===== src/rtl/ifr_pkg.sv =====
package ifr_pkg;
  // strobes from control to datapath
  typedef struct packed {
    logic sampleEn;  // current slot carries a genuine sample
  } ifr_strobe_t;
endpackage


===== src/rtl/ifr_ctrl.sv =====
module ifr_ctrl
  import ifr_pkg::*;
#(
  parameter int NUM_STREAMS = 16,
  parameter int ADD_LAT     = 1,
  localparam int IDX_W      = $clog2(NUM_STREAMS)
) (
  input  logic             clk,
  input  logic             rst,
  input  logic             inValid,
  input  logic [IDX_W-1:0] inIdx,
  output ifr_strobe_t      strobe,
  output logic             outValid,
  output logic [IDX_W-1:0] outIdx
);
  logic [IDX_W-1:0] idxPipe [ADD_LAT];
  logic             valPipe [ADD_LAT];

  always_comb strobe.sampleEn = inValid;

  always_ff @(posedge clk) begin
    if (rst) begin
      for (int i = 0; i < ADD_LAT; i++) begin
        idxPipe[i] <= '0;
        valPipe[i] <= 1'b0;
      end
    end else begin
      idxPipe[0] <= inIdx;
      valPipe[0] <= inValid;
      for (int i = 1; i < ADD_LAT; i++) begin
        idxPipe[i] <= idxPipe[i-1];
        valPipe[i] <= valPipe[i-1];
      end
    end
  end

  assign outIdx   = idxPipe[ADD_LAT-1];
  assign outValid = valPipe[ADD_LAT-1];
endmodule


===== src/rtl/ifr_datapath.sv =====
module ifr_datapath
  import ifr_pkg::*;
#(
  parameter int NUM_STREAMS = 16,
  parameter int DATA_W      = 16,
  parameter int COEF_W      = 16,
  parameter int COEF_FRAC   = 14,
  parameter int ADD_LAT     = 1,
  parameter int MUL_LAT     = 2
) (
  input  logic                     clk,
  input  logic                     rst,
  input  ifr_strobe_t              strobe,
  input  logic signed [DATA_W-1:0] inSample,
  input  logic signed [COEF_W-1:0] coef,
  output logic signed [DATA_W-1:0] outSample
);
  localparam int BAL_LAT = NUM_STREAMS - ADD_LAT - MUL_LAT;
  localparam int PROD_W  = DATA_W + COEF_W;
  localparam logic signed [DATA_W-1:0] MAX_V = {1'b0, {(DATA_W-1){1'b1}}};
  localparam logic signed [DATA_W-1:0] MIN_V = {1'b1, {(DATA_W-1){1'b0}}};
  localparam logic signed [PROD_W:0]   HALF  = (PROD_W+1)'(1) << (COEF_FRAC-1);

  logic signed [DATA_W-1:0] addPipe [ADD_LAT];
  logic signed [DATA_W-1:0] mulPipe [MUL_LAT];
  logic signed [DATA_W-1:0] fbVal, xGated, sumSat, prodSat, yCur;
  logic signed [DATA_W:0]   sumWide;
  logic signed [PROD_W-1:0] prodWide;
  logic signed [PROD_W:0]   prodRnd, prodShift;
  logic                     allZero, allOne;

  assign yCur = addPipe[ADD_LAT-1];

  // saturating adder
  always_comb begin
    xGated  = strobe.sampleEn ? inSample : '0;
    sumWide = {xGated[DATA_W-1], xGated} + {fbVal[DATA_W-1], fbVal};
    if (sumWide[DATA_W] != sumWide[DATA_W-1])
      sumSat = sumWide[DATA_W] ? MIN_V : MAX_V;
    else
      sumSat = sumWide[DATA_W-1:0];
  end

  // multiplier with round-half-up and saturation
  always_comb begin
    prodWide  = yCur * coef;
    prodRnd   = {prodWide[PROD_W-1], prodWide} + HALF;
    prodShift = prodRnd >>> COEF_FRAC;
    allZero   = ~|prodShift[PROD_W:DATA_W-1];
    allOne    = &prodShift[PROD_W:DATA_W-1];
    if (allZero || allOne) prodSat = prodShift[DATA_W-1:0];
    else                   prodSat = prodShift[PROD_W] ? MIN_V : MAX_V;
  end

  always_ff @(posedge clk) begin
    if (rst) begin
      for (int i = 0; i < ADD_LAT; i++) addPipe[i] <= '0;
      for (int i = 0; i < MUL_LAT; i++) mulPipe[i] <= '0;
    end else begin
      addPipe[0] <= sumSat;
      for (int i = 1; i < ADD_LAT; i++) addPipe[i] <= addPipe[i-1];
      mulPipe[0] <= prodSat;
      for (int i = 1; i < MUL_LAT; i++) mulPipe[i] <= mulPipe[i-1];
    end
  end

  // balancing registers close the loop at NUM_STREAMS cycles
  generate
    if (BAL_LAT > 0) begin : g_bal
      logic signed [DATA_W-1:0] balPipe [BAL_LAT];
      always_ff @(posedge clk) begin
        if (rst) begin
          for (int i = 0; i < BAL_LAT; i++) balPipe[i] <= '0;
        end else begin
          balPipe[0] <= mulPipe[MUL_LAT-1];
          for (int i = 1; i < BAL_LAT; i++) balPipe[i] <= balPipe[i-1];
        end
      end
      assign fbVal = balPipe[BAL_LAT-1];
    end else begin : g_nobal
      assign fbVal = mulPipe[MUL_LAT-1];
    end
  endgenerate

  assign outSample = yCur;
endmodule


===== src/rtl/ifr_top.sv =====
module ifr_top
  import ifr_pkg::*;
#(
  parameter int NUM_STREAMS = 16,
  parameter int DATA_W      = 16,
  parameter int COEF_W      = 16,
  parameter int COEF_FRAC   = 14,
  parameter int ADD_LAT     = 1,
  parameter int MUL_LAT     = 2,
  localparam int IDX_W      = $clog2(NUM_STREAMS)
) (
  input  logic                     clk,
  input  logic                     rst,
  input  logic signed [DATA_W-1:0] inSample,
  input  logic                     inValid,
  input  logic [IDX_W-1:0]         inIdx,
  input  logic signed [COEF_W-1:0] coef,
  output logic signed [DATA_W-1:0] outSample,
  output logic                     outValid,
  output logic [IDX_W-1:0]         outIdx
);
  ifr_strobe_t strobe;

  ifr_ctrl #(.NUM_STREAMS(NUM_STREAMS), .ADD_LAT(ADD_LAT)) i_ctrl (
    .clk(clk), .rst(rst), .inValid(inValid), .inIdx(inIdx),
    .strobe(strobe), .outValid(outValid), .outIdx(outIdx)
  );

  ifr_datapath #(
    .NUM_STREAMS(NUM_STREAMS), .DATA_W(DATA_W), .COEF_W(COEF_W),
    .COEF_FRAC(COEF_FRAC), .ADD_LAT(ADD_LAT), .MUL_LAT(MUL_LAT)
  ) i_dp (
    .clk(clk), .rst(rst), .strobe(strobe), .inSample(inSample),
    .coef(coef), .outSample(outSample)
  );
endmodule


===== config.mk =====
export PLATFORM = sky130hd
export DESIGN_NAME = ifr_top
export DESIGN_NICKNAME = d
export VERILOG_FILES = /design/src/rtl/ifr_pkg.sv /design/src/rtl/ifr_ctrl.sv /design/src/rtl/ifr_datapath.sv /design/src/rtl/ifr_top.sv
export SDC_FILE = /design/constraint.sdc
export NUM_CORES = 1
export LEC_CHECK = 0
export BUFFER_PORTS_ARGS = -buffer_cell sky130_fd_sc_hd__buf_2
export CORE_MARGIN = 5
export CORE_UTILIZATION = 62
export CTS_BUF_LIST = sky130_fd_sc_hd__clkbuf_4
export DETAILED_ROUTE_END_ITERATION = 6
export PLACE_DENSITY = 0.9
export SYNTH_ARGS = -nofsm -noshare
export SYNTH_HDL_FRONTEND = slang
export SYNTH_HIERARCHICAL = 1
export SYNTH_SLANG_ARGS = --single-unit
export TNS_END_PERCENT = 10

===== constraint.sdc =====
create_clock -name clk -period 21.1 [get_ports clk]
set_clock_uncertainty 0.15 [all_clocks]
set_input_delay 5.275 -clock clk [delete_from_list [all_inputs] [get_ports clk]]
set_output_delay 5.275 -clock clk [all_outputs]
set_load 0.05 [all_outputs]

==> flow_summary.ini <==
[outcome]
outcome = complete, no violations

[pwr]
power.density_nw_per_um2 = 94.5
p_leak_nw = 9.15
irDropWorstVdd_v = 0.000105

[setup_path]
max_stage_delay_ps = 810
crit_slowest_cell = a32oi_2
cp_common_cell = fa_1
critPathRequiredTime_ps = 21420
rr_worst_depth = 22
critPathKind = input pin to flop
path_max_fanout = 16
end_kind = flop
cp.arrival_ps = 12090
cp-start-kind = input pin
crit_chain = buf_2 -> nand2_1 -> inv_1 -> fa_1 -> inv_1 -> fa_1 -> inv_1 -> fa_1 -> fa_1 -> fa_1 -> inv_1 -> fa_1 -> inv_1 -> ha_1 -> and3_1 -> and2_4 -> and3_1 -> and3_4 -> a21oi_4 -> o221ai_2 -> xor2_2 -> a32oi_2 -> a21oi_1

[sta]
finalSetupTns_ps = 0
slew_headroom_pct = 33.9
slew_violations = 0
fin_crit_sh_pct = 55.8
tightest_slew_ps = 991
layout_setup_ws_ps = 9330
period_needed_ps = 11770
rsz0062_at_grt = false
max_clock_freq_mhz = 85.0
finalSetupViolations = 0
hold_violations = 0

[logic_synthesis]
netlist_top_cells_area = fa_1 30%, dfxtp_1 29%, nor2b_1 8.2%
ys.flop_type = dfxtp_1
syn_inst = 1765
yosysTopAreaCellShare_pct = 30.1
postSynthAreaPerCell_um2 = 10.1
syn-num-nets = 2166
ys_types = 62
async_flop_share_pct = 0
ys_warn_count = 6
ys_ff_latch = 261
yosysSeqAreaShare_pct = 29.4
synth-edff-count = 0
synth_top_area_cell = fa_1
netlist_area_um2 = 17800

[grt]
grt_pass1_wl_mm = 59.8
use_met1_pct = 26.3
gr-usage-met3_pct = 3.86
antenna_found_initial = 0
grt_overflow = 0
grt_start_max_net_pins = 91
use_met2_pct = 39.5
grtUsageTotal_pct = 22.2
top_usage_layer = met2
grt_pass1_vias = 13100

[finish]
final-seq-area_um2 = 5230
final_cell_mix = 302 x inv_1, 268 x fa_1, 261 x dfxtp_1
nets = 2217
multi_input_comb_area_um2 = 11200
layout_commonest_cell = inv_1
layout-drive-gt1-share_pct = 9.65
area_delta_synth_final_pct = 6.92
fill_cells = 2176

[cts]
clockRootBuffer = clkbuf_4
path_clk_slew_ps = 70
h-tree-depth = 2
cts.sinks = 261
clkLatencyLatePin_ps = 640
clk_path_buf_depth = 3
cts_tree = built
cts.repair_timing.setup_buffer_count = 0
ctsResizeCount = 0
numCtsBuffers = 55
holdBufCountCts = 0

[die]
core_um2 = 28500
die_w_um = 179
ios = 60
initial_utilization_pct = 62.4
num_rows = 62
die_y_um = 179
dieArea_um2 = 32200

[routing]
wirelength_mm = 34.7
first_iter_violations = 766
routedWlPerCell_um = 15.5
viasPerCell = 5.28
dr.pass1.iters = 5
drc = 0
vias = 11800
final_antenna_net_count = 0

[flow_run]
drv_cap = 0

[place]
post-place-ws_ps = 8720
gp_congestion = 0.891
port_buffers = 59
hpwl_mm = 26.9

[min_path]
worstHoldPathCells = 1
holdCritPathClass = flop to flop
-- cell usage after synthesis, types with 3 or more instances --
cell      instances
inv_1           302
xnor2_1          23
clkbuf_1         57
a211oi_1          3
a21oi_1          37
and2_1          129
buf_6             4
o21bai_1          5
and3_1            6
nand4_1           9
nor2_1           33
a21o_1           19
a31oi_1           5
fa_1            268
ha_1             94
nor3_1            6
dfxtp_1         261
nand3_1          13
nand2_1         153
a21oi_2          11
o21ai_0          19
nor2b_1         232
nand2b_1          7
xor2_1            9
o21ai_1           5
o21a_1           10
-- path summary, 6_finish.rpt --
| path | endpoint | start | slack (ps) |
|---|---|---|---|
| max | i_dp/mulPipe[0][1] | coef[1] | 9330 |
| min | i_dp/g_bal.balPipe[4][27] | i_dp/g_bal.balPipe[4][11] | 250 |
| max reg2reg | i_dp/mulPipe[0][1] | i_dp/addPipe[0][15] | 13380 |
| min reg2reg | i_dp/g_bal.balPipe[4][27] | i_dp/g_bal.balPipe[4][11] | 250 |
-- where the power goes --
group | internal, mW | switching (mW) | leakage (nW)
combinational | 0.341 | 0.545 | 6.62
sequential | 0.523 | 0.0130 | 2.11
clock | 0.199 | 0.177 | 0.422
total | 1.06 | 0.735 | 9.15
-- final cells by class --
type	instances	share of cell area [%]
Timing Repair Buffer	61	1.66
Inverter	302	5.96
Tap cell	384	2.52
Antenna cell	1	0.0131
Sequential cell	261	27.5
Clock buffer	80	3.16
Clock inverter	15	0.651
Multi-Input combinational cell	1135	58.6
-- registers in the layout, summed over array words and instances (netlist names) --
signal,flops
i_ctrl/idxPipe,4
i_ctrl/valPipe,1
i_dp/addPipe,16
i_dp/g_bal.balPipe,208
i_dp/mulPipe,32
-- layer usage --
layer,routed length [um],part of all wire (%),vias up
li1,-,-,5418
met3,2120,6.1,139
met5,0,0,-
met1,13300,38,5818
met4,1570,4.5,0
met2,17700,51,457
-- cells by family (layout without fill, tap and decap cells) --
logic type / count (synthesis) / after routing / share of synthesized area, %
simple gates: 597 / 597 / 18.4
buf+inv: 369 / 458 / 8.01
fa+ha+maj: 362 / 362 / 36.7
flops: 261 / 261 / 29.4
compound gates: 140 / 140 / 5.64
xor+xnor: 35 / 35 / 1.85
mux: 1 / 1 / 0.0562
other cells: 0 / 1 / 0
-- stage by stage --
stage	hold WS (ps)	power [mW]	cell area, um^2	cells	util [%]
after floorplan	264	1.25	17800	1765	-
final	248	1.80	19000	2239	66.7
after detailed placement	270	1.43	18300	2143	64.1
after global placement	266	1.39	18300	2143	64.1
after CTS	238	1.81	19000	2238	66.7
after global routing	243	1.95	19000	2238	66.7
-- critical path: cells and delay by family --
family,cells,cell delay (ps)
XOR/XNOR,1,230
AND/OR/NAND/NOR,5,830
buffers and inverters,6,870
adder cells (fa/ha/maj),7,3600
AO/OA/AOI/OAI,4,1260
(Power assumes the default switching activity.)
